## config.mk

```make
export PLATFORM = sky130hd
export DESIGN_NAME = cfg_shadow_bank
export DESIGN_NICKNAME = d
export VERILOG_FILES = /design/src/rtl/cfg_shadow_pkg.sv /design/src/rtl/cfg_cmd_decode.sv /design/src/rtl/cfg_main_regs.sv /design/src/rtl/cfg_stage_regs.sv /design/src/rtl/cfg_status_flags.sv /design/src/rtl/cfg_shadow_bank.sv
export SDC_FILE = /design/constraint.sdc
export NUM_CORES = 1
export LEC_CHECK = 0
export BUFFER_PORTS_ARGS = -buffer_cell sky130_fd_sc_hd__buf_2
export CAP_MARGIN = 10
export CELL_PAD_IN_SITES_DETAIL_PLACEMENT = 1
export CELL_PAD_IN_SITES_GLOBAL_PLACEMENT = 1
export CORE_UTILIZATION = 38
export CTS_BUF_LIST = sky130_fd_sc_hd__clkbuf_16
export DETAILED_ROUTE_END_ITERATION = 6
export PLACE_DENSITY_LB_ADDON = 0.1
export SYNTH_ARGS = -nofsm -noshare
export SYNTH_HDL_FRONTEND = slang
export SYNTH_SLANG_ARGS = --single-unit
```

## constraint.sdc

```tcl
create_clock -name clk -period 1.1 [get_ports clk]
set_input_delay 0.055 -clock clk [delete_from_list [all_inputs] [get_ports clk]]
set_output_delay 0.055 -clock clk [all_outputs]
set_load 0.03 [all_outputs]
```

## src/rtl/cfg_shadow_pkg.sv

```systemverilog
package cfg_shadow_pkg;
   localparam logic [7:0] ADDR_CMD    = 8'h00;
   localparam logic [7:0] ADDR_DIV_LO = 8'h01;
   localparam logic [7:0] ADDR_DIV_HI = 8'h02;
   localparam logic [7:0] ADDR_SPREAD = 8'h03;
   localparam logic [7:0] ADDR_STATUS = 8'h04;

   localparam int CMD_COPY  = 0;
   localparam int CMD_STORE = 1;
   localparam int CMD_CLEAR = 2;
   localparam int CMD_ZERO  = 3;
   localparam int CMD_ONE   = 7;

   localparam int SPR_UP = 7;
   localparam int SPR_DN = 6;

   localparam int FLAG_CMD  = 0;
   localparam int FLAG_ADDR = 1;
   localparam int NUM_FLAGS = 2;
endpackage

```

## src/rtl/cfg_cmd_decode.sv

```systemverilog
module cfg_cmd_decode
   import cfg_shadow_pkg::*;
(
   input  logic       cmd_wr,
   input  logic [7:0] cmd_byte,
   output logic       cmd_ok,
   output logic       copy_fire,
   output logic       store_fire,
   output logic       clear_fire
);
   logic [2:0] flags_lo;
   logic [2:0] flags_hi;

   always_comb begin
      flags_lo   = cmd_byte[2:0];
      flags_hi   = cmd_byte[6:4];
      cmd_ok     = cmd_byte[CMD_ONE] && !cmd_byte[CMD_ZERO] && (flags_hi == ~flags_lo);
      copy_fire  = cmd_wr && cmd_ok && flags_lo[CMD_COPY];
      store_fire = cmd_wr && cmd_ok && flags_lo[CMD_STORE];
      clear_fire = cmd_wr && cmd_ok && flags_lo[CMD_CLEAR];
   end
endmodule

```

## src/rtl/cfg_main_regs.sv

```systemverilog
module cfg_main_regs #(
   parameter int DIV_W       = 11,
   parameter int AMT_W       = 5,
   parameter int DIV_DEFAULT = 32
) (
   input  logic             clk,
   input  logic             rst_n,
   input  logic             load,
   input  logic [DIV_W-1:0] in_div,
   input  logic             in_up,
   input  logic             in_dn,
   input  logic [AMT_W-1:0] in_amt,
   output logic [DIV_W-1:0] q_div,
   output logic             q_up,
   output logic             q_dn,
   output logic [AMT_W-1:0] q_amt
);
   localparam logic [DIV_W-1:0] DIV_RST = DIV_W'(DIV_DEFAULT);

   always_ff @(posedge clk or negedge rst_n) begin
      if (!rst_n) begin
         q_div <= DIV_RST;
         q_up  <= 1'b0;
         q_dn  <= 1'b0;
         q_amt <= '0;
      end else if (load) begin
         q_div <= in_div;
         q_up  <= in_up;
         q_dn  <= in_dn;
         q_amt <= in_amt;
      end
   end
endmodule

```

## src/rtl/cfg_stage_regs.sv

```systemverilog
module cfg_stage_regs
   import cfg_shadow_pkg::*;
#(
   parameter int DIV_W       = 11,
   parameter int AMT_W       = 5,
   parameter int DIV_DEFAULT = 32
) (
   input  logic             clk,
   input  logic             rst_n,
   input  logic             wr_en,
   input  logic [7:0]       wr_addr,
   input  logic [7:0]       wr_data,
   input  logic             load,
   input  logic [DIV_W-1:0] src_div,
   input  logic             src_up,
   input  logic             src_dn,
   input  logic [AMT_W-1:0] src_amt,
   output logic [DIV_W-1:0] st_div,
   output logic             st_up,
   output logic             st_dn,
   output logic [AMT_W-1:0] st_amt
);
   localparam int HI_W = DIV_W - 8;
   localparam logic [DIV_W-1:0] DIV_RST = DIV_W'(DIV_DEFAULT);

   always_ff @(posedge clk or negedge rst_n) begin
      if (!rst_n) begin
         st_div <= DIV_RST;
         st_up  <= 1'b0;
         st_dn  <= 1'b0;
         st_amt <= '0;
      end else if (load) begin
         st_div <= src_div;
         st_up  <= src_up;
         st_dn  <= src_dn;
         st_amt <= src_amt;
      end else if (wr_en) begin
         case (wr_addr)
            ADDR_DIV_LO: st_div[7:0]       <= wr_data;
            ADDR_DIV_HI: st_div[DIV_W-1:8] <= wr_data[HI_W-1:0];
            ADDR_SPREAD: begin
               st_up  <= wr_data[SPR_UP];
               st_dn  <= wr_data[SPR_DN];
               st_amt <= wr_data[AMT_W-1:0];
            end
            default: ;
         endcase
      end
   end
endmodule

```

## src/rtl/cfg_status_flags.sv

```systemverilog
module cfg_status_flags #(
   parameter int NFLAG = 2
) (
   input  logic             clk,
   input  logic             rst_n,
   input  logic [NFLAG-1:0] set,
   input  logic             clear,
   output logic [NFLAG-1:0] flags
);
   for (genvar i = 0; i < NFLAG; i++) begin : g_flag
      always_ff @(posedge clk or negedge rst_n) begin
         if (!rst_n)      flags[i] <= 1'b0;
         else if (set[i]) flags[i] <= 1'b1;
         else if (clear)  flags[i] <= 1'b0;
      end
   end
endmodule

```

## src/rtl/cfg_shadow_bank.sv

```systemverilog
module cfg_shadow_bank
   import cfg_shadow_pkg::*;
#(
   parameter int DIV_W       = 11,
   parameter int AMT_W       = 5,
   parameter int DIV_DEFAULT = 32
) (
   input  logic             clk,
   input  logic             rst_n,
   input  logic             acc_valid,
   input  logic             acc_write,
   input  logic [7:0]       acc_addr,
   input  logic [7:0]       acc_wdata,
   output logic             rsp_valid,
   output logic             rsp_ack,
   output logic [7:0]       rsp_rdata,
   output logic [DIV_W-1:0] div_m,
   output logic             ss_up,
   output logic             ss_dn,
   output logic [AMT_W-1:0] ss_amt
);
   localparam int HI_W  = DIV_W - 8;
   localparam int PAD_W = 8 - HI_W;
   localparam int GAP_W = 6 - AMT_W;

   if (DIV_W < 9 || DIV_W > 15) begin : g_bad_div
      $error("DIV_W must lie in 9..15");
   end
   if (AMT_W < 1 || AMT_W > 5) begin : g_bad_amt
      $error("AMT_W must lie in 1..5");
   end
   if (DIV_DEFAULT < 0 || DIV_DEFAULT >= (1 << DIV_W)) begin : g_bad_def
      $error("DIV_DEFAULT does not fit DIV_W");
   end

   logic wr_req, rd_req, cmd_wr, stage_wr, stage_addr, read_addr;
   logic cmd_ok, copy_fire, store_fire, clear_fire;
   logic [DIV_W-1:0] st_div, src_div;
   logic             st_up, st_dn, src_up, src_dn;
   logic [AMT_W-1:0] st_amt, src_amt;
   logic [NUM_FLAGS-1:0] flag_set, status_q;
   logic       acc_ok;
   logic [7:0] rd_mux;

   always_comb begin
      wr_req     = acc_valid && acc_write;
      rd_req     = acc_valid && !acc_write;
      cmd_wr     = wr_req && (acc_addr == ADDR_CMD);
      stage_addr = (acc_addr >= ADDR_DIV_LO) && (acc_addr <= ADDR_SPREAD);
      read_addr  = (acc_addr >= ADDR_DIV_LO) && (acc_addr <= ADDR_STATUS);
      stage_wr   = wr_req && stage_addr;
   end

   cfg_cmd_decode u_dec (
      .cmd_wr    (cmd_wr),
      .cmd_byte  (acc_wdata),
      .cmd_ok    (cmd_ok),
      .copy_fire (copy_fire),
      .store_fire(store_fire),
      .clear_fire(clear_fire)
   );

   cfg_main_regs #(.DIV_W(DIV_W), .AMT_W(AMT_W), .DIV_DEFAULT(DIV_DEFAULT)) u_main (
      .clk   (clk),
      .rst_n (rst_n),
      .load  (store_fire),
      .in_div(st_div),
      .in_up (st_up),
      .in_dn (st_dn),
      .in_amt(st_amt),
      .q_div (div_m),
      .q_up  (ss_up),
      .q_dn  (ss_dn),
      .q_amt (ss_amt)
   );

   // store is ordered before copy: copy takes the value main is about to hold
   always_comb begin
      src_div = store_fire ? st_div : div_m;
      src_up  = store_fire ? st_up  : ss_up;
      src_dn  = store_fire ? st_dn  : ss_dn;
      src_amt = store_fire ? st_amt : ss_amt;
   end

   cfg_stage_regs #(.DIV_W(DIV_W), .AMT_W(AMT_W), .DIV_DEFAULT(DIV_DEFAULT)) u_stage (
      .clk    (clk),
      .rst_n  (rst_n),
      .wr_en  (stage_wr),
      .wr_addr(acc_addr),
      .wr_data(acc_wdata),
      .load   (copy_fire),
      .src_div(src_div),
      .src_up (src_up),
      .src_dn (src_dn),
      .src_amt(src_amt),
      .st_div (st_div),
      .st_up  (st_up),
      .st_dn  (st_dn),
      .st_amt (st_amt)
   );

   always_comb begin
      flag_set            = '0;
      flag_set[FLAG_CMD]  = cmd_wr && !cmd_ok;
      flag_set[FLAG_ADDR] = wr_req && (acc_addr >= ADDR_STATUS);
   end

   cfg_status_flags #(.NFLAG(NUM_FLAGS)) u_flags (
      .clk  (clk),
      .rst_n(rst_n),
      .set  (flag_set),
      .clear(clear_fire),
      .flags(status_q)
   );

   always_comb begin
      case (acc_addr)
         ADDR_DIV_LO: rd_mux = st_div[7:0];
         ADDR_DIV_HI: rd_mux = {{PAD_W{1'b0}}, st_div[DIV_W-1:8]};
         ADDR_SPREAD: rd_mux = {st_up, st_dn, {GAP_W{1'b0}}, st_amt};
         ADDR_STATUS: rd_mux = {{(8-NUM_FLAGS){1'b0}}, status_q};
         default:     rd_mux = 8'h00;
      endcase
      if (acc_write) acc_ok = (acc_addr == ADDR_CMD) ? cmd_ok : stage_addr;
      else           acc_ok = read_addr;
   end

   always_ff @(posedge clk or negedge rst_n) begin
      if (!rst_n) begin
         rsp_valid <= 1'b0;
         rsp_ack   <= 1'b0;
         rsp_rdata <= 8'h00;
      end else begin
         rsp_valid <= acc_valid;
         rsp_ack   <= acc_valid && acc_ok;
         rsp_rdata <= (rd_req && read_addr) ? rd_mux : 8'h00;
      end
   end
endmodule

```

Yosys cells after proc, flatten, opt, wreduce, memory -nomap -nowiden
Index checks and enable logic that the tools add are counted.

Input port bits: 20. Flip-flop bits (word level): 48. Logic and storage cells: 77.

$lt $le $gt $ge: 4. Eq/ne operators: 5. Bitwise gates (word level): 1. Reductions and logical operators: 29. Mux-type cells: 24.

Operators by type and width (count): 2-to-1 mux 11 bit (3); case mux 8 bit (4 select lines) (1); 2-to-1 mux 5 bit (4); equality test 8 x 2 -> 1 bit (second input constant) (2); logical AND 1 bit (16); 2-to-1 mux 8 bit (2); 2-to-1 mux 1 bit (13); nonzero test 2 bit (6); equality test 8 x 1 -> 1 bit (second input constant) (1); equality test 8 x 3 -> 1 bit (second input constant) (1); >= comparator 8 x 1 -> 1 bit (second input constant) (1); >= comparator 8 x 3 -> 1 bit (second input constant) (1); <= comparator 8 x 2 -> 1 bit (second input constant) (1); <= comparator 8 x 3 -> 1 bit (second input constant) (1); logical NOT 8 bit (1); AND reduction 2 bit (3); equality test 3 bit (1); logical NOT 1 bit (3); 2-to-1 mux 3 bit (1); NOT 3 bit (1).

Longest topological paths before layout
Gate-level depths: netlist of the first run.

Depth in word-level cells: 7. Gate-level depth with buffers: 8.

Modules after synthesis
From an unflattened synthesis of the first run, not the netlist that was laid out.

Cells, all modules: 243. Area total of the unflattened synthesis: 2879.0 sq um.

By module, submodules not included: cfg_stage_regs (cells each 115, instances 1, area an instance 1157.4 sq um, seq. area each 451.7 sq um); cfg_shadow_bank (cells each 74, instances 1, area an instance 845.8 sq um, seq. area each 250.2 sq um); cfg_main_regs (cells each 38, instances 1, area an instance 723.2 sq um, seq. area each 451.7 sq um); cfg_cmd_decode (cells each 11, instances 1, area an instance 83.8 sq um, seq. area each 0.0 sq um); cfg_status_flags (cells each 5, instances 1, area an instance 68.8 sq um, seq. area each 50.0 sq um).

Worst setup path before layout of the first run
No wires, ideal clock.

Path type: in2reg. Start: input port acc_addr[4]. End: register u_main.q_div[0]. Cell stages on the path: 6. Buffers on the path: 1. Setup slack: -0.844 ns. Data required time: 0.975 ns. Data arrival time: 1.819 ns. Cells stage by stage: or4_4 > or4_4 > nor4_4 > nand2_4 > buf_6 > mux2_4.

Cells in the longest elaborated chain, start to end: 5.

Ends and longest elaborated chain: start, declared (line cfg_shadow_bank.sv:12) `input logic [7:0] acc_addr,`; logical NOT 8 bit (line cfg_shadow_bank.sv:48) `cmd_wr = wr_req && (acc_addr == ADDR_CMD);`; logical AND 1 bit (line cfg_shadow_bank.sv:48); logical AND 1 bit (2 in series) (line cfg_cmd_decode.sv:19) `store_fire = cmd_wr && cmd_ok && flags_lo[CMD_STORE];`; 2-to-1 mux 11 bit; via src_div[0] (line cfg_shadow_bank.sv:38) `logic [DIV_W-1:0] st_div, src_div;`; end signal, assigned (line cfg_main_regs.sv:27) `q_div <= in_div;`; end, declared (line cfg_main_regs.sv:13) `output logic [DIV_W-1:0] q_div,`.

The timed path passes the listed nets, and every way through them passes these cells. A chain may end at the register's enable or synchronous reset.

Worst setup path after layout of the first run
Start: input port acc_addr[4]. End: register u_main.q_div[3].

Same word-level chain as after synthesis.

==> impl_metrics.toml, run 1 <==
[floorplan]
die_w_um = 78.9
pin_count = 48
die_area_um2 = 6220
rows = 27
start_util = 0.400
core-area_um2 = 5610
dieHeight_um = 78.9

[sta]
fin_crit_sh = 1.61
slew_viol_final = 0
rsz0062_at_grt = "true"
fin_crit_ps = 1770
finalSetupTns_ps = -23890
finalSetupViolCount = 47
setup_ws_ps = -672
finalClockSkew_ps = 7.84
finalHoldViolations = 0
max-slew-margin-rel = 0.777
tightest_slew_ps = 334
max_freq_mhz = 564

[power]
p_sw_w = 0.000867
pwr-share-clk = 0.434
peakVddDrop_uv = 579
p_sw_frac = 0.223
p_int_w = 0.00302
leakage_nw = 1.79
pwr-share-comb = 0.099
p_per_area_nw_per_um2 = 1130
power.share.sequential = 0.467

[hold_path]
holdPathStages = 2
hp-class = "in2reg"

[route]
dr.pass1.iters = 4
ant_nets = 0
drtIter0Drc = 77
wl_per_cell_um = 18.8
vias = 1956
viasPerCell = 5.26
routed_wl_mm = 7.01
drc_errors = 0

[clock_network]
cts_tree = "done"
cts_buffer_depth = 2
cts_buffers = 5
cts.sinks = 48
root_buffer = "clkbuf_16"
clk_latency_ps = 290
cts_htree_levels = 2
clk_pin_slew_ps = 60

[logic_synthesis]
synth_ff_type = "dfrtp_1"
synth_seq_cells = 48
syn-num-nets = 217
synth_edf_count = 0
yosysMostFrequentCell = "dfrtp_1"
synthArstFlopShare = 1.00
synth_cells = 197
synth_common_cells = "46 x dfrtp_1, 23 x nor2_1, 11 x o22ai_1"
synth_top_area_frac = 0.513
post_synth_num_cell_types = 40
syn_area_um2 = 2240
yosysWarnings = 0
seq_area_frac_synth = 0.536
syn_avg_cell_area_um2 = 11.4
yosys.area.top_type = "dfrtp_1"
synthTopCellsByArea = "dfrtp_1 51%, mux2_4 6.7%, mux2_2 5.0%, nor2_1 3.8%, o22ai_1 3.1%"

[cells_and_area]
area_growth_pct = 53.0
drive_above_1_share = 0.587
seq_area_um2 = 1200
num-nets-final = 319
multi_input_area_um2 = 1220
diodes = 0
fillCellCount = 603

[critical_path]
cp_max_fo = 14
rr_worst_depth = 5
crit_path_start_kind = "input port"
path_class = "in2reg"
critPathArrivalTime_ps = 1950
endpoint_kind = "register"
cp.required_ps = 1270

[global_routing]
grt_max_degree = 49
track_usage = 0.247
antenna_found_initial = 0
grt_pass1_wl_mm = 11.4
grt-ovfl-total = 0
grt_pass1_vias = 2227

[placed_design]
dpl.hpwl_mm = 4.70
finalWeightedCongestion = 0.775
pre_cts_ws_ps = -1030
portBuffers = 47

[outcome]
violations = "negative setup slack"
outcome = "complete, but fails checks"

[job]
maxCapViolCount = 0
[cells by family (layout without fill, tap and decap cells)]
kind of cell              count (synthesis)  count (layout)  share of synthesized area
AOI/OAI and AO/OA                        37              37                      0.106
xor gates and xnor gates                  4               4                     0.0156
buffers and inverters                    17             120                     0.0357
DFF                                      48              48                      0.536
muxes                                    26              26                      0.144
and+or+nand+nor                          65              65                      0.163
[worst max-delay path, cell delays in order]
cell	delay, ps
buf_6	90
or4_4	530
or4_4	480
nor4_4	210
nand2_4	100
buf_12	170
mux2_4	300
[per-stage QoR]
step / hold WS (ps) / utilization / instance area (um^2) / cells / power, W
after floorplan: -241 / - / 2250 / 197 / 0.00196
after global placement: 62.5 / 0.517 / 2900 / 355 / 0.00216
after detailed placement: 65.5 / 0.517 / 2900 / 355 / 0.00217
after CTS: 1.85 / 0.599 / 3360 / 371 / 0.00392
after global routing: 3.92 / 0.612 / 3430 / 372 / 0.00400
final: 4.84 / 0.612 / 3430 / 372 / 0.00389
[area by class of cell]
class                   count  area share
well taps                  72      0.0262
flip-flops and latches     48       0.351
clock inverters             3      0.0109
multi-input cells         132       0.355
repair buffers            104       0.212
inverters                   8     0.00875
clock buffers               5      0.0364
[worst paths after layout]
kind / start / to / slack (ps)
max: acc_addr[4] / u_main.q_div[3] / -670
min: acc_valid / rsp_valid / 5
max reg2reg: u_stage.st_div[8] / rsp_rdata[0] / -130
min reg2reg: u_flags.flags[0] / u_flags.flags[0] / 510
max in group asynchronous: rst_n / u_main.q_div[5] / 540
min in group asynchronous: rst_n / u_main.q_amt[0] / 290
[per-layer routing]
| metal | up-vias | GRT usage | wire [um] |
|---|---|---|---|
| met3 | 12 | 0.0471 | 223 |
| met1 | 987 | 0.288 | 3060 |
| met4 | 0 | 0.0891 | 100 |
| met2 | 46 | 0.449 | 3630 |
| li1 | 911 | - | - |
| met5 | - | 0 | 0 |
[power by group through the flow]
stage               clock network (W)  registers [W]  logic (W)
finish                        0.00169        0.00182   0.000385
global route                  0.00177        0.00182   0.000417
CTS                           0.00173        0.00181   0.000374
detailed placement                  0        0.00185   0.000326
global placement                    0        0.00184   0.000318
floorplan                           0        0.00185   0.000111
[layout by cell type, fill, tap and decap left out, types with 4 or more instances in the layout]
cell	instances
a21oi_1	4
a21oi_2	6
buf_2	45
buf_4	47
buf_6	9
clkbuf_16	5
dfrtp_1	46
inv_1	10
mux2_2	10
mux2_4	10
mux2i_1	6
nand2_1	5
nor2_1	15
nor2_2	6
nor2b_1	4
nor3b_1	4
o22ai_2	6
[repair_timing]
| action | CTS | global route |
|---|---|---|
| hold buffers | 1 | 0 |
| gates resized for setup | 50 | 14 |
| endpoints found under the hold margin | 46 | 0 |
| pin swaps | 15 | 7 |
| endpoints found under the setup margin | 47 | 47 |
| setup buffers | 7 | 3 |
[flip-flops by register name, summed over array words and instances, names as in the netlist, 2 cells and up]
| register | flops |
|---|---|
| u_stage.st_div | 11 |
| u_flags.flags | 2 |
| u_stage.st_amt | 5 |
| u_main.q_div | 11 |
| rsp_rdata | 8 |
| u_main.q_amt | 5 |
Power figures use the tool's default switching activity.
==> run 2, diff against run 1 <==
--- a/config.mk
+++ b/config.mk
@@ -9,10 +9,11 @@
 export CAP_MARGIN = 10
 export CELL_PAD_IN_SITES_DETAIL_PLACEMENT = 1
 export CELL_PAD_IN_SITES_GLOBAL_PLACEMENT = 1
-export CORE_UTILIZATION = 38
+export CORE_UTILIZATION = 41
 export CTS_BUF_LIST = sky130_fd_sc_hd__clkbuf_16
 export DETAILED_ROUTE_END_ITERATION = 6
 export PLACE_DENSITY_LB_ADDON = 0.1
 export SYNTH_ARGS = -nofsm -noshare
 export SYNTH_HDL_FRONTEND = slang
+export SYNTH_HIERARCHICAL = 1
 export SYNTH_SLANG_ARGS = --single-unit
==> run 2 against run 1 <==
The flow still finishes with violations (negative setup slack). Setup slack worse by 190 ps. Core utilization up 2.2 points. Sequential power down 3%. Global-route usage up 0.29 points. First-iteration DRC count up 53%. Total power down 3.8%. Combinational power up 19%. Non-clock buffer count up 14. Count of clock-buffer cells in the layout unchanged. Largest cell class unchanged. Largest power group unchanged.
==> impl_metrics.toml, run 2 <==
[logic_synthesis]
syn-num-nets = 263
post_synth_num_cell_types = 47
synthTopCellsByArea = "dfrtp_1 40%, mux2_2 11%, mux2_4 5.7%, o31a_1 4.9%, nor4b_1 3.3%"
yosys.area.top_type = "dfrtp_1"
yosysWarnings = 6
yosysMostFrequentCell = "dfrtp_1"
seq_area_frac_synth = 0.418
syn_avg_cell_area_um2 = 11.8
synth_edf_count = 0
synth_common_cells = "46 x dfrtp_1, 28 x mux2_2, 16 x o31a_1, 12 x a21oi_1"
synthArstFlopShare = 1.00
synth_top_area_frac = 0.400
synth_seq_cells = 48
syn_area_um2 = 2880
synth_ff_type = "dfrtp_1"
synth_cells = 243

[floorplan]
rows = 30
core-area_um2 = 6790
dieHeight_um = 85.8
die_area_um2 = 7360
start_util = 0.424
pin_count = 48
die_w_um = 85.8

[sta]
finalSetupTns_ps = -26720
slew_viol_final = 0
tightest_slew_ps = 682
fin_crit_ps = 1960
finalHoldViolations = 0
max-slew-margin-rel = 0.546
max_freq_mhz = 510
finalSetupViolCount = 39
rsz0062_at_grt = "true"
fin_crit_sh = 1.78
setup_ws_ps = -862
finalClockSkew_ps = 7.47

[critical_path]
crit_top_cell = "o31a_1"
critPathArrivalTime_ps = 2130
endpoint_kind = "register"
cp.required_ps = 1270
cp_max_fo = 9
crit_path_start_kind = "input port"
slowest_stage = "or4b_4"
reg2reg_slack_ps = -50
path_class = "in2reg"
crit_path_max_incr_delay_ps = 510
crit_chain = "buf_8, nor3b_4, nand4b_1, buf_4, nor2_4, or4b_4, buf_12, o31a_1, o31a_1"

[clock_network]
cts_htree_levels = 2
cts.sinks = 48
cts_buffer_depth = 2
cts_tree = "done"
root_buffer = "clkbuf_16"
cts_buffers = 5
clk_pin_slew_ps = 70
clk_latency_ps = 290

[placed_design]
dpl.hpwl_mm = 5.53
placed_area_um2 = 3510
finalWeightedCongestion = 0.825
portBuffers = 47

[route]
drtIter0Drc = 118
drc_errors = 0
wl_per_cell_um = 22.3
viasPerCell = 5.71
dr.pass1.iters = 4
ant_nets = 0
vias = 2534
routed_wl_mm = 9.91

[outcome]
violations = "negative setup slack"
outcome = "complete, but fails checks"

[global_routing]
grt_max_degree = 49
track_usage = 0.250
grt_pass1_wl_mm = 14.0
grt-ovfl-total = 0
grt_pass1_vias = 2583
antenna_found_initial = 0

[cells_and_area]
final_cell_mix = "51 x buf_4, 46 x dfrtp_1, 42 x buf_2"
design_area_um2 = 4310
top_regs = "u_main/q_div x11, u_stage/st_div x11, rsp_rdata x8"
drive_above_1_share = 0.606
diodes = 0
final_common_cell = "buf_4"
area_growth_pct = 49.7
num-nets-final = 367

[power]
leakage_nw = 1.91
p_per_area_nw_per_um2 = 867
peakVddDrop_uv = 613

[job]
maxCapViolCount = 0

[hold_path]
hp-class = "in2reg"
[run 2: changes by cell type after synthesis, moves of 5 or more]
cell / previous run / this run
a41oi_1: 0 / 7
inv_1: 8 / 1
mux2_2: 10 / 28
nand2b_1: 0 / 10
nand3_1: 6 / 1
nor2_1: 23 / 5
nor2b_1: 4 / 11
nor4b_1: 0 / 11
o22ai_1: 11 / 0
o31a_1: 0 / 16
o31ai_1: 0 / 10
[run 2: metal layers]
layer | up-vias | GRT usage | share of wire
met5 | - | 0 | 0
met4 | 0 | 0.106 | 0.023
met3 | 15 | 0.0308 | 0.027
met2 | 65 | 0.415 | 0.51
met1 | 1313 | 0.330 | 0.44
li1 | 1141 | - | -
[run 2: critical path, delay by kind of cell]
family	cells	cell delay [ps]
AO/OA/AOI/OAI	2	590
buffers and inverters	3	480
AND/OR/NAND/NOR	4	1000
[run 2: cell families after synthesis]
group / after synthesis / share of synthesized area
compound gates: 56 / 0.152
xor+xnor: 3 / 0.00913
buf+inv: 22 / 0.0565
flops: 48 / 0.418
mux: 43 / 0.181
simple gates: 71 / 0.183
[run 2: worst paths after layout]
kind                              startpoint                 to  cells past startpoint
max in group asynchronous              rst_n  u_stage/st_div[5]                      3
min                                acc_write       rsp_rdata[1]                      3
max                              acc_addr[7]  u_stage/st_div[4]                      9
min reg2reg                 u_flags/flags[0]   u_flags/flags[0]                      1
max reg2reg                u_stage/st_div[2]  u_stage/st_div[2]                      3
min in group asynchronous              rst_n    u_main/q_amt[3]                      3
[run 2: area by class of cell]
| class | count | area, um^2 |
|---|---|---|
| Fill cell | 690 | 2480 |
| Multi-Input combinational cell | 173 | 1900 |
| Sequential cell | 48 | 1200 |
| Timing Repair Buffer | 118 | 946 |
| Clock buffer | 5 | 125 |
| Tap cell | 96 | 120 |
| Clock inverter | 3 | 16.3 |
| Inverter | 1 | 3.75 |
[run 2: what timing repair did]
item | in CTS | in global routing
pin swaps | 8 | 8
endpoints found under the setup margin | 40 | 42
buffers inserted | 14 | 7
gates resized for setup | 41 | 49
endpoints found under the hold margin | 47 | 0
cloned | 0 | 2
hold buffers | 2 | 0
[run 2: where the power goes]
| part | total, W | leakage [nW] | internal, W | switching (W) |
|---|---|---|---|---|
| sequential | 0.00177 | 0.656 | 0.00177 | 0.00000315 |
| combinational | 0.000458 | 1.19 | 0.000193 | 0.000265 |
| clock | 0.00151 | 0.0710 | 0.000832 | 0.000676 |
| total | 0.00374 | 1.91 | 0.00279 | 0.000945 |
[run 2: stage by stage]
stage               instances  total power, W  utilization  worst slack, ps  hold WS (ps)
detailed placement        412         0.00217        0.517            -1110          68.3
floorplan                 243         0.00194            -             -905          -241
CTS                       435         0.00371        0.585             -764           121
global route              444         0.00384        0.634             -902           148
finish                    444         0.00374        0.634             -862           139
global placement          412         0.00216        0.517            -1020          66.0
==> run 3, diff against run 2 <==
--- a/config.mk
+++ b/config.mk
@@ -9,7 +9,7 @@
 export CAP_MARGIN = 10
 export CELL_PAD_IN_SITES_DETAIL_PLACEMENT = 1
 export CELL_PAD_IN_SITES_GLOBAL_PLACEMENT = 1
-export CORE_UTILIZATION = 41
+export CORE_UTILIZATION = 45
 export CTS_BUF_LIST = sky130_fd_sc_hd__clkbuf_16
 export DETAILED_ROUTE_END_ITERATION = 6
 export PLACE_DENSITY_LB_ADDON = 0.1
==> constraint.sdc (replaced) <==
create_clock -name clk -period 2 [get_ports clk]
set_input_delay 0.1 -clock clk [delete_from_list [all_inputs] [get_ports clk]]
set_output_delay 0.1 -clock clk [all_outputs]
set_load 0.03 [all_outputs]
==> run 3 against run 2 <==
The run now ends clean. Count of clock-buffer cells in the layout did not move. Sequential power shrank 45%. Core utilization down 4.7 points. Total power is 47% lower. Hold slack improved by 22 ps. Combinational power fell by 61%. Critical path depth increased by 1.
==> impl_metrics.toml, run 3 (synthesized netlist as in run 2, its figures left out) <==
[outcome]
outcome = "completed"

[sta]
slew_viol_final = 0
finalHoldViolations = 0
finalSetupTns_ps = 0
hold_ws_ps = 161
max_freq_mhz = 514
max-slew-margin-rel = 0.601
finalClockSkew_ps = 4.30
fin_crit_ps = 1950
fin_crit_sh = 0.973
finalSetupViolCount = 0
setup_ws_ps = 54.6
tightest_slew_ps = 595

[clock_network]
cts_htree_levels = 2
root_buffer = "clkbuf_16"
cts.sinks = 48
cts_buffer_depth = 2
cts_tree = "done"
clk_latency_ps = 290
clk_pin_slew_ps = 70
cts_buffers = 5

[floorplan]
pin_count = 48
dieHeight_um = 82.0
start_util = 0.475
rows = 28
core-area_um2 = 6060
die_area_um2 = 6720
die_w_um = 82.0

[cells_and_area]
fillCellCount = 656
diodes = 0
final_common_cell = "buf_2"
seq_area_um2 = 1200
multi_input_area_um2 = 1560
final_util = 0.588
top_regs = "u_main/q_div x11, u_stage/st_div x11, rsp_rdata x8"
final_cell_mix = "47 x buf_2, 46 x dfrtp_1, 35 x buf_4"
area_growth_pct = 23.7
drive_above_1_share = 0.467
num-nets-final = 336

[hold_path]
hp-class = "in2reg"

[route]
drtIter0Drc = 63
viasPerCell = 5.78
drc_errors = 0
dr.pass1.iters = 4
vias = 2265
routed_wl_mm = 7.29
ant_nets = 0
wl_per_cell_um = 18.6

[placed_design]
dpl.hpwl_mm = 5.12
pre_cts_ws_ps = -229
finalWeightedCongestion = 0.781
portBuffers = 47

[global_routing]
antenna_found_initial = 0
track_usage = 0.230
grt_pass1_wl_mm = 11.7
grt-ovfl-total = 0
grt_pass1_vias = 2287
grt_max_degree = 29

[critical_path]
critPathArrivalTime_ps = 2120
cp.required_ps = 2180
cp_max_fo = 16
endpoint_kind = "register"
path_class = "in2reg"
crit_path_start_kind = "input port"

[power]
leakage_nw = 1.64
p_per_area_nw_per_um2 = 560
peakVddDrop_uv = 323

[job]
maxCapViolCount = 0
## run 3: cell types whose count changed in the layout (fill, tap and decap cells not counted), moves of 5 or more
cell,previous run,this run
buf_6,14,2
mux2_4,36,12
mux2_2,3,27
nand2b_4,8,0
o31ai_2,9,0
buf_2,42,47
buf_4,51,35
nand2b_1,2,10
o31ai_1,0,10
## run 3: final cells by class
type / count / area share
Clock buffer: 5 / 0.0351
Clock inverter: 3 / 0.00527
Inverter: 1 / 0.00105
Multi-Input combinational cell: 173 / 0.437
Sequential cell: 48 / 0.338
Tap cell: 75 / 0.0264
Timing Repair Buffer: 87 / 0.157
## run 3: critical path: stages
cell and delay (ps):
buf_2 120, nor3b_4 200, nand4b_1 230, nor3_2 230, nand4b_1 180, nor4_4 260
buf_6 250, mux2_4 310, nand2b_1 140, o31a_1 110
## run 3: worst paths after layout
path,slack (ps),startpoint,cells after the start,end
worst min register to register,490,u_flags/flags[1],1,u_flags/flags[1]
min in group asynchronous,320,rst_n,2,u_main/q_div[3]
max in group asynchronous,1150,rst_n,3,u_stage/st_div[8]
worst min-delay path,160,acc_write,3,rsp_rdata[2]
worst max register to register,840,u_stage/st_div[0],3,rsp_rdata[0]
worst max-delay path,50,acc_addr[3],10,u_stage/st_div[6]
## run 3: power by group
group          leakage [nW]  switching (W)  internal [W]  total [W]
registers             0.656     0.00000157      0.000973   0.000975
clock network        0.0635       0.000380      0.000460   0.000840
logic                 0.916       0.000113     0.0000655   0.000178
total                  1.64       0.000494       0.00150    0.00199
## run 3: per-stage QoR
step           total power [W]  cells  area, um^2
5_1_grt                0.00205    392        3560
2_1_floorplan          0.00107    243        2910
3_5_place_dp           0.00117    378        3360
4_1_cts                0.00201    388        3520
3_3_place_gp           0.00117    378        3360
6_report               0.00199    392        3560
## run 3: metal layers
metal | track usage | part of all wire
met2 | 0.370 | 0.49
met3 | 0.0367 | 0.029
met4 | 0.0526 | 0.0077
met1 | 0.321 | 0.48
met5 | 0 | 0
## run 3: timing repair
item,CTS,global route
endpoints found under the hold margin,19,0
hold buffers,2,0
setup endpoints to repair,0,18
resized for setup,0,3
buffers inserted,0,4
